$ cat config.mk
export PLATFORM = sky130hd
export DESIGN_NAME = rtc_tick_alarm_irq
export DESIGN_NICKNAME = d
export VERILOG_FILES = /design/src/rtl/rtc_irq_pkg.sv /design/src/rtl/rtc_tick_div.sv /design/src/rtl/rtc_alarm_cmp.sv /design/src/rtl/rtc_irq_flags.sv /design/src/rtl/rtc_tick_alarm_irq.sv
export SDC_FILE = /design/constraint.sdc
export NUM_CORES = 1
export LEC_CHECK = 0
export ABC_AREA = 0
export ABC_CLOCK_PERIOD_IN_PS = 2850
export BUFFER_PORTS_ARGS = -buffer_cell sky130_fd_sc_hd__buf_2
export CAP_MARGIN = 5
export CORE_MARGIN = 2
export CORE_UTILIZATION = 44
export DETAILED_ROUTE_END_ITERATION = 12
export PLACE_DENSITY = 0.9
export SLEW_MARGIN = 40
export SYNTH_ARGS = -nofsm -noshare
export SYNTH_HDL_FRONTEND = slang
export SYNTH_HIERARCHICAL = 1
export SYNTH_SLANG_ARGS = --single-unit
$ cat constraint.sdc
create_clock -name clk -period 2.85 [get_ports clk]
set_clock_uncertainty 0.05 [all_clocks]
set_input_delay 0.285 -clock clk [delete_from_list [all_inputs] [get_ports clk]]
set_output_delay 0.285 -clock clk [all_outputs]
set_load 0.01 [all_outputs]
$ cat src/rtl/rtc_irq_pkg.sv
package rtc_irq_pkg;
    // Bit positions inside the write-1-to-clear data word.
    localparam int ALARM_BIT = 0;
    localparam int TICK_BIT  = 1;
    localparam int FLAG_N    = 2;

    typedef struct packed {
        logic alarm;
        logic tick;
        logic wake;
    } flag_state_t;

    typedef struct packed {
        logic match;
    } cmp_state_t;
endpackage

$ cat src/rtl/rtc_tick_div.sv
module rtc_tick_div #(
    parameter int DIV_W = 15,
    parameter int SEL_W = 3
) (
    input  logic             clk,
    input  logic             rst_n,
    input  logic             en,
    input  logic [SEL_W-1:0] sel,
    output logic             tick_o
);
    localparam int NCODE = 2 ** SEL_W;

    typedef struct packed {
        logic [DIV_W-1:0] cnt;
    } div_state_t;

    div_state_t st_d, st_q;
    logic [NCODE-1:0] hit;

    // Code g ends its period when the low DIV_W-g count bits are all ones.
    generate
        for (genvar g = 0; g < NCODE; g++) begin : g_code
            if (g < DIV_W) begin : g_ok
                assign hit[g] = &st_q.cnt[DIV_W-1-g:0];
            end else begin : g_min
                assign hit[g] = 1'b1;
            end
        end
    endgenerate

    always_comb begin
        st_d = st_q;
        if (en) begin
            st_d.cnt = st_q.cnt + {{(DIV_W-1){1'b0}}, 1'b1};
        end
        tick_o = en & hit[sel];
    end

    always_ff @(posedge clk) begin
        if (!rst_n) begin
            st_q <= '0;
        end else begin
            st_q <= st_d;
        end
    end

    p_div_step_r2: assert property (@(posedge clk) disable iff (!rst_n)
        en |=> st_q.cnt == DIV_W'($past(st_q.cnt) + 1));
    p_div_freeze_r11: assert property (@(posedge clk) disable iff (!rst_n)
        !en |=> $stable(st_q.cnt));
    p_tick_gated_r11: assert property (@(posedge clk) disable iff (!rst_n)
        tick_o |-> en);
endmodule

$ cat src/rtl/rtc_alarm_cmp.sv
module rtc_alarm_cmp
    import rtc_irq_pkg::*;
#(
    parameter int TIME_W = 22,
    parameter int DATE_W = 24
) (
    input  logic              clk,
    input  logic              rst_n,
    input  logic [TIME_W-1:0] live_time,
    input  logic [DATE_W-1:0] live_date,
    input  logic [TIME_W-1:0] alarm_time,
    input  logic [DATE_W-1:0] alarm_date,
    output logic              rise_o
);
    cmp_state_t st_d, st_q;
    logic time_eq, date_eq;

    always_comb begin
        time_eq    = (live_time == alarm_time);
        date_eq    = (live_date == alarm_date);
        st_d.match = time_eq & date_eq;
        rise_o     = st_d.match & ~st_q.match;
    end

    always_ff @(posedge clk) begin
        if (!rst_n) begin
            st_q <= '0;
        end else begin
            st_q <= st_d;
        end
    end

    p_rise_single_r5: assert property (@(posedge clk) disable iff (!rst_n)
        rise_o |=> !rise_o);
    p_rise_full_r4: assert property (@(posedge clk) disable iff (!rst_n)
        rise_o |-> (live_time == alarm_time) && (live_date == alarm_date));
endmodule

$ cat src/rtl/rtc_irq_flags.sv
module rtc_irq_flags
    import rtc_irq_pkg::*;
(
    input  logic              clk,
    input  logic              rst_n,
    input  logic              tick_evt,
    input  logic              alarm_rise,
    input  logic              tick_ie,
    input  logic              alarm_ie,
    input  logic              wake_en,
    input  logic              flag_wr,
    input  logic [FLAG_N-1:0] flag_wdata,
    output logic              alarm_flag_o,
    output logic              tick_flag_o,
    output logic              irq_o,
    output logic              wake_req_o
);
    flag_state_t st_d, st_q;
    logic set_tick, set_alarm, clr_tick, clr_alarm;

    always_comb begin
        set_tick  = tick_evt & tick_ie;
        set_alarm = alarm_rise & alarm_ie;
        clr_tick  = flag_wr & flag_wdata[TICK_BIT];
        clr_alarm = flag_wr & flag_wdata[ALARM_BIT];

        st_d = st_q;
        // A set in the same cycle overrides the clear.
        if (set_tick) begin
            st_d.tick = 1'b1;
        end else if (clr_tick) begin
            st_d.tick = 1'b0;
        end
        if (set_alarm) begin
            st_d.alarm = 1'b1;
        end else if (clr_alarm) begin
            st_d.alarm = 1'b0;
        end
        st_d.wake = (tick_evt & wake_en) | set_alarm;

        alarm_flag_o = st_q.alarm;
        tick_flag_o  = st_q.tick;
        wake_req_o   = st_q.wake;
        irq_o        = (st_q.alarm & alarm_ie) | (st_q.tick & tick_ie);
    end

    always_ff @(posedge clk) begin
        if (!rst_n) begin
            st_q <= '0;
        end else begin
            st_q <= st_d;
        end
    end

    p_tick_set_r3: assert property (@(posedge clk) disable iff (!rst_n)
        (tick_evt && tick_ie) |=> tick_flag_o);
    p_alarm_set_r4: assert property (@(posedge clk) disable iff (!rst_n)
        (alarm_rise && alarm_ie) |=> alarm_flag_o);
    p_tick_clear_r6: assert property (@(posedge clk) disable iff (!rst_n)
        (flag_wr && flag_wdata[TICK_BIT] && !(tick_evt && tick_ie)) |=> !tick_flag_o);
    p_tick_hold_r6: assert property (@(posedge clk) disable iff (!rst_n)
        (tick_flag_o && !(flag_wr && flag_wdata[TICK_BIT])) |=> tick_flag_o);
    p_alarm_hold_r6: assert property (@(posedge clk) disable iff (!rst_n)
        (alarm_flag_o && !(flag_wr && flag_wdata[ALARM_BIT])) |=> alarm_flag_o);
    p_irq_source_r8: assert property (@(posedge clk) disable iff (!rst_n)
        irq_o |-> (alarm_flag_o || tick_flag_o));
    p_wake_tick_r9: assert property (@(posedge clk) disable iff (!rst_n)
        (tick_evt && wake_en) |=> wake_req_o);
    p_wake_alarm_r10: assert property (@(posedge clk) disable iff (!rst_n)
        (alarm_rise && alarm_ie) |=> wake_req_o);
    p_wake_pulse_r9: assert property (@(posedge clk) disable iff (!rst_n)
        (wake_req_o && !tick_evt && !alarm_rise) |=> !wake_req_o);
endmodule

$ cat src/rtl/rtc_tick_alarm_irq.sv
module rtc_tick_alarm_irq
    import rtc_irq_pkg::*;
#(
    parameter int DIV_W  = 15,
    parameter int SEL_W  = 3,
    parameter int TIME_W = 22,
    parameter int DATE_W = 24
) (
    input  logic              clk,
    input  logic              rst_n,
    input  logic              clk32k_en,
    input  logic [SEL_W-1:0]  tick_sel,
    input  logic              tick_ie,
    input  logic              alarm_ie,
    input  logic              wake_en,
    input  logic [TIME_W-1:0] live_time,
    input  logic [DATE_W-1:0] live_date,
    input  logic [TIME_W-1:0] alarm_time,
    input  logic [DATE_W-1:0] alarm_date,
    input  logic              flag_wr,
    input  logic [FLAG_N-1:0] flag_wdata,
    output logic              alarm_flag,
    output logic              tick_flag,
    output logic              irq,
    output logic              wake_req
);
    logic tick_evt;
    logic alarm_rise;

    rtc_tick_div #(.DIV_W(DIV_W), .SEL_W(SEL_W)) u_div (
        .clk    (clk),
        .rst_n  (rst_n),
        .en     (clk32k_en),
        .sel    (tick_sel),
        .tick_o (tick_evt)
    );

    rtc_alarm_cmp #(.TIME_W(TIME_W), .DATE_W(DATE_W)) u_cmp (
        .clk        (clk),
        .rst_n      (rst_n),
        .live_time  (live_time),
        .live_date  (live_date),
        .alarm_time (alarm_time),
        .alarm_date (alarm_date),
        .rise_o     (alarm_rise)
    );

    rtc_irq_flags u_flags (
        .clk          (clk),
        .rst_n        (rst_n),
        .tick_evt     (tick_evt),
        .alarm_rise   (alarm_rise),
        .tick_ie      (tick_ie),
        .alarm_ie     (alarm_ie),
        .wake_en      (wake_en),
        .flag_wr      (flag_wr),
        .flag_wdata   (flag_wdata),
        .alarm_flag_o (alarm_flag),
        .tick_flag_o  (tick_flag),
        .irq_o        (irq),
        .wake_req_o   (wake_req)
    );
endmodule

==> results of run 1 <==
[power breakdown]
group,switching [µW],internal (µW),total (µW)
sequential,3.83,269,273
combinational,67.4,88.7,156
clock,76.2,54.4,131
total,147,412,560
[synthesized netlist by cell type]
master / instances / area, µm²
mux2i_1: 3 / 30.0
nand4_1: 6 / 37.5
nor2b_1: 3 / 18.8
buf_4: 1 / 7.51
a31oi_1: 1 / 6.26
nor4_1: 14 / 87.6
and3_1: 2 / 12.5
ha_1: 2 / 25.0
inv_1: 4 / 15.0
dfxtp_1: 19 / 380
a21o_1: 1 / 7.51
nand3_1: 4 / 20.0
o211ai_1: 1 / 7.51
clkbuf_1: 1 / 3.75
nor2_1: 2 / 7.51
a21oi_1: 2 / 10.0
and2_1: 12 / 75.1
nor4_2: 3 / 37.5
xnor2_1: 3 / 26.3
or3_1: 1 / 6.26
a22oi_1: 2 / 15.0
a22o_1: 1 / 8.76
xor2_1: 54 / 473
nand2_1: 8 / 30.0
nor3_1: 4 / 20.0
o21ai_0: 2 / 10.0
a21boi_0: 1 / 7.51
a31o_1: 2 / 17.5
nand2b_1: 1 / 6.26
nand3b_1: 1 / 7.51
nand4_4: 2 / 42.5
[registers in the layout, indices dropped and copies added, names as in the netlist]
name / cells
u_flags/wake_req_o: 1
u_flags/alarm_flag_o: 1
u_flags/tick_flag_o: 1
u_cmp/st_q: 1
u_div/st_q: 15
[layout make-up]
cell class	instances	area share
Sequential cell	19	0.184
Clock buffer	4	0.0127
Multi-Input combinational cell	138	0.510
Timing Repair Buffer	107	0.259
Tap cell	44	0.0267
Inverter	4	0.00727
[per-layer routing]
layer | up-vias | routed length (µm) | GRT usage
met2 | 66 | 2120 | 0.364
met3 | 4 | 253 | 0.0483
met4 | 0 | 34 | 0.0395
met1 | 695 | 1430 | 0.237
li1 | 790 | - | -
met5 | - | 0 | 0
[worst min-delay path by stage]
stage	start	endpoint	slack, ns	depth (start not counted)
6_report	wake_en	u_flags/wake_req_o	0.22	3
5_1_grt	wake_en	u_flags/wake_req_o	0.24	3
3_5_place_dp	u_div/st_q[13]	u_div/st_q[13]	0.43	2
2_1_floorplan	rst_n	u_cmp/st_q	0.35	2
4_1_cts	wake_en	u_flags/wake_req_o	0.20	3
3_3_place_gp	u_div/st_q[13]	u_div/st_q[13]	0.42	2
[cells by family after synthesis]
family,share of synthesized area
xor gates and xnor gates,0.342
muxes,0.0206
DFF,0.260
adders and majority gates,0.0171
buffers and inverters,0.0180
AOI/OAI and AO/OA,0.0617
and+or+nand+nor,0.280
[metrics by stage]
step,instance area (µm²),util,std cells
global placement,2040,0.657,312
detailed placement,2040,0.657,312
global route,2070,0.666,316
CTS,2070,0.666,316
finish,2070,0.666,316
floorplan,1460,-,163
[cell usage in the layout (no fill, tap or decap), types with 2 or more instances in the layout]
cell,Yosys,layout
a21oi_1,2,2
a22oi_1,2,2
a31o_1,2,2
and2_1,12,12
and3_1,2,2
buf_2,0,107
clkbuf_4,0,3
dfxtp_1,19,19
ha_1,2,2
inv_1,4,4
mux2i_1,3,3
nand2_1,8,8
nand3_1,4,4
nand4_1,6,6
nand4_4,2,2
nor2_1,2,2
nor2b_1,3,3
nor3_1,4,4
nor4_1,14,14
nor4_2,3,3
o21ai_0,2,2
xnor2_1,3,3
xor2_1,54,54
[critical path, delay by kind of cell, from the launching register on]
kind                     cells  cell delay (ns)
AND/OR/NAND/NOR              3             0.62
AO/OA/AOI/OAI                3             0.43
flip-flops                   1             0.40
adder cells (fa/ha/maj)      1             0.25
==> metrics, run 1 <==
first-pass GRT wire length roughly 5.8 mm; drt drc 0; Placer Congestion around 0.86; reg2reg end u_flags/tick_flag_o; CP Class reg -> reg; type of the most critical hold path in -> reg; critical path startpoint u_div/st_q[0]; critical path required time 3.03 ns; CP Cell Sequence ha_1 > nand4_4 > nor3_1 > a22oi_1 > a31oi_1 > and3_1 > a31o_1; Post-Syn Instances 163; Worst Tran Pin Value about 0.32 ns; worst reg2reg setup slack ~1.1 ns; Critical Path End Type flop; Routed WL around 3.8 mm; DRT Pass-1 Iters 4; clock sinks 19; Power, Total 560 µW; fmax ~0.56 GHz; Avg Cell Area, Syn about 9 µm²; CP endpoint u_flags/tick_flag_o; Max VDD drop between 0.0002 and 0.00025 V; post-route ant nets 0; CTS root buf clkbuf_4; R2R depth 7; Vert. Die Dim ~62 µm; status completed; CP Launch Type flop; Cell Area, Synth roughly 1500 µm²; worst relative slew slack 0.782; Layout area overhead 41.5%; Rows 20; Yosys reg bits 19; port bufs 107; post-route setup slack roughly 1.1 ns; PD cells ~270 nW/µm²; Core ar. a little over 3000 µm²; Hold-fix buffers, CTS 0; vias in the first global route about 1.5k; CTS H-tree lvls 1; Setup Total Neg Slack 0 ns; die area around 3800 µm²; crit-path max FO 6; Final Hold Vio Count 0; nets 379; Seq. cell area about 380 µm²; number of post-CTS setup repair buffers 0; RR Startpoint u_div/st_q[0]; vias per inst approximately 5; crit share post-route 0.630; Clock Path Buffers 2; die width around 60 µm; CP peak stage delay ~0.4 ns; CP max-delay cell dfxtp_1; CP arrival 1.98 ns; register area share after synthesis 0.260; Multi-input gate area 1050 µm²; RSZ-0062 raised after global routing no; Synth Net Count about 270; final setup fails 0; max-slew violations 0; GRT Overall Usage 0.200; Starting Density 0.471; library cells used by synthesis 31; routed length per instance around 12 µm; CTS clock-pin slew for the worst setup and hold paths approximately 0.090 ns; LEAKAGE roughly 0.0010 µW; DRT iter0 DRCs 27; largest net degree at the start of global routing 23; GRT Residual Overflow 0; initial antenna violation count 0; post-cts sizing count 0; io pins roughly 110; fin crit period between 1.5 and 2 ns; Setup WS pre-CTS 1.01 ns; share of layout cells above drive strength 1 0.423; vias after detailed routing 1,555; Fin Hold WS 0.220 ns; Syn. warnings 6; diode count 0; post-DP HPWL roughly 3.4 mm; TritonCTS buffer count 3; fillers 259; clock tree from TritonCTS built; max cap viols 0; Clk Latency, worst-skew pair around 0.29 ns
No activity file was read; power rests on OpenSTA's default activity.
==> inputs of run 2 (changes only) <==
--- a/config.mk
+++ b/config.mk
@@ -6,13 +6,13 @@
 export NUM_CORES = 1
 export LEC_CHECK = 0
 export ABC_AREA = 0
-export ABC_CLOCK_PERIOD_IN_PS = 2850
+export ABC_CLOCK_PERIOD_IN_PS = 1810
 export BUFFER_PORTS_ARGS = -buffer_cell sky130_fd_sc_hd__buf_2
 export CAP_MARGIN = 5
 export CORE_MARGIN = 2
-export CORE_UTILIZATION = 44
+export CORE_UTILIZATION = 40
 export DETAILED_ROUTE_END_ITERATION = 12
-export PLACE_DENSITY = 0.9
+export PLACE_DENSITY = 0.84
 export SLEW_MARGIN = 40
 export SYNTH_ARGS = -nofsm -noshare
 export SYNTH_HDL_FRONTEND = slang
==> constraint.sdc (replaced) <==
create_clock -name clk -period 1.81 [get_ports clk]
set_clock_uncertainty 0.05 [all_clocks]
set_input_delay 0.181 -clock clk [delete_from_list [all_inputs] [get_ports clk]]
set_output_delay 0.181 -clock clk [all_outputs]
set_load 0.01 [all_outputs]
==> run 2 against run 1 <==
  * Count of clock-buffer cells in the layout is 1 lower
  * Die area is 9.3% higher
  * Power is 62% higher
  * Register-to-register slack worse by 0.94 ns
  * Via count is 3.3% higher
  * Global-route usage is 0.91 points lower
  * Worst hold slack worse by 0.11 ns
  * Final area is 4.3% higher
  * Clock power is 66% higher
  * Critical path type unchanged
  * Largest power group unchanged
==> metrics, run 2 (synthesis results as in run 1) <==
status completed; Switching Share 0.277 (+0.0136); vias in the first global route 1,498 (+0.60%); io pins 108 (unchanged); max reg flops 15 (unchanged); vias per inst 4.91 (-0.19%); post-route ant nets 0 (unchanged); fillers 307 (+19%); CP Cell Sequence nand4_4 > nor3_1 > a22oi_1 > a31oi_1 > buf_4 > and3_1 > a31o_1; Layout area overhead 47.6%; crit-path max FO 5 (-1); sw power 251 µW (+70%); CTS H-tree lvls 1 (unchanged); port bufs 107 (unchanged); Worst Tran Pin Value 0.408 ns (+0.0835 ns); Max VDD drop 0.000319 V (+33%); type of the most critical hold path in -> reg; TritonCTS buffer count 3 (unchanged); cell count after placement 323 (+3.5%); initial antenna violation count 0 (unchanged); CP max-delay cell dfxtp_1; Core ar. 3420 µm² (+10%); clock network power share 0.240 (+0.007); nets 388 (+2.4%); CP Launch Type flop; die width 64.4 µm (+4.6%); fin crit period 1.69 ns (-0.103 ns); post-route setup slack 0.119 ns (-0.937 ns); routed length per instance 12.7 µm (+4.0%); GRT Residual Overflow 0 (unchanged); GRT Overall Usage 0.190 (-0.00911); drt drc 0 (unchanged); critical path required time 2.02 ns (-1.01 ns); largest net degree at the start of global routing 23 (unchanged); Power, Total 906 µW (+62%); CP peak stage delay 0.45 ns (+0.05 ns); crit share post-route 0.934 (+0.305); Largest Register u_div/st_q; Clock Path Buffers 2 (unchanged); clock tree from TritonCTS built; Gate power share 0.285 (+0.006); die area 4150 µm² (+9.3%); post-DP HPWL 3.57 mm (+6.5%); clock sinks 19 (unchanged); max cap viols 0 (unchanged); first-pass GRT wire length 6.24 mm (+7.5%); Vert. Die Dim 64.4 µm (+4.6%); worst relative slew slack 0.726 (-0.0562); most frequent cells in the layout buf_2, xor2_1, dfxtp_1; Rows 21 (+5.0%); most common cell after layout, fill and taps aside buf_2; CP Class reg -> reg; Starting Density 0.427 (-0.0431); Clk Latency, worst-skew pair 0.30 ns (about the same); Setup WS pre-CTS 0.0680 ns (-0.939 ns); Placer Congestion 0.823 (-3.7%); Seq. cell area 383 µm² (+0.66%); DRT iter0 DRCs 57 (+110%); fmax 0.591 GHz (+6.1%); diode count 0 (unchanged); CTS root buf clkbuf_4; Power Internal 655 µW (+59%); Multi-input gate area 1070 µm² (+1.4%); CP arrival 1.90 ns (-0.08 ns); PD cells 420 nW/µm² (+55%); CTS clock-pin slew for the worst setup and hold paths 0.12 ns (+0.03 ns); Routed WL 4.14 mm (+7.7%); Final Hold Vio Count 0 (unchanged); DRT Pass-1 Iters 5 (+1); Post-Layout Cell Count 327 (+3.5%); max-slew violations 0 (unchanged); LEAKAGE 0.00109 µW (+4.6%); final setup fails 0 (unchanged); share of layout cells above drive strength 1 0.459 (+0.0363); vias after detailed routing 1,606 (+3.3%); Reg power frac 0.475 (-0.013); Critical Path End Type flop
[run 2: changes by cell type in the layout (fill, tap and decap cells not counted), sizes merged]
cell	change
clkbuf	-1
buf	+9
clkinv	+1
[run 2: cell type report]
class	count	share of cell area
Inverter	4	0.00697
Sequential cell	19	0.178
Multi-Input combinational cell	138	0.496
Tap cell	46	0.0267
Clock buffer	3	0.0105
Clock inverter	1	0.00232
Timing Repair Buffer	116	0.280
[run 2: stage by stage]
| step | utilization | area, µm² | TNS, ns | hold WS (ns) |
|---|---|---|---|---|
| finish | 0.631 | 2150 | 0 | 0.107 |
| global route | 0.631 | 2150 | -0.0113 | 0.117 |
| CTS | 0.626 | 2140 | 0 | 0.101 |
| detailed placement | 0.618 | 2110 | 0 | 0.427 |
| global placement | 0.618 | 2110 | 0 | 0.414 |
| floorplan | - | 1460 | 0 | 0.250 |
[run 2: what timing repair did]
| item | in CTS | in global routing |
|---|---|---|
| buffers inserted | 0 | 0 |
| endpoints found under the setup margin | 0 | 2 |
| gates resized for setup | 0 | 5 |
| hold buffers | 0 | 0 |
[run 2: final timing paths]
kind | end | startpoint | cells past startpoint | slack, ns
setup / recovery | u_flags/tick_flag_o | u_div/st_q[5] | 7 | 0.12
hold / removal | u_flags/wake_req_o | wake_en | 3 | 0.11
setup reg to reg | u_flags/tick_flag_o | u_div/st_q[5] | 7 | 0.12
hold reg to reg | u_div/st_q[13] | u_div/st_q[13] | 2 | 0.45
[run 2: worst max-delay path: cells and delay by family (launching register included)]
family | cells | cell delay (ns)
flops | 1 | 0.45
simple gates | 3 | 0.64
compound gates | 3 | 0.37
buf+inv | 1 | 0.14
[run 2: routing by layer]
layer / track usage / wire length (µm) / share of wire
met5: 0 / 0 / 0
met4: 0.0559 / 56 / 0.014
met2: 0.352 / 2210 / 0.53
met3: 0.0382 / 300 / 0.072
met1: 0.221 / 1570 / 0.38
[run 2: power groups by stage]
stage | clock [µW] | sequential, µW | combinational [µW]
after floorplan | 0 | 439 | 99.4
after global placement | 0 | 437 | 249
after detailed placement | 0 | 437 | 256
after CTS | 225 | 427 | 256
after global routing | 246 | 432 | 287
final | 217 | 431 | 258
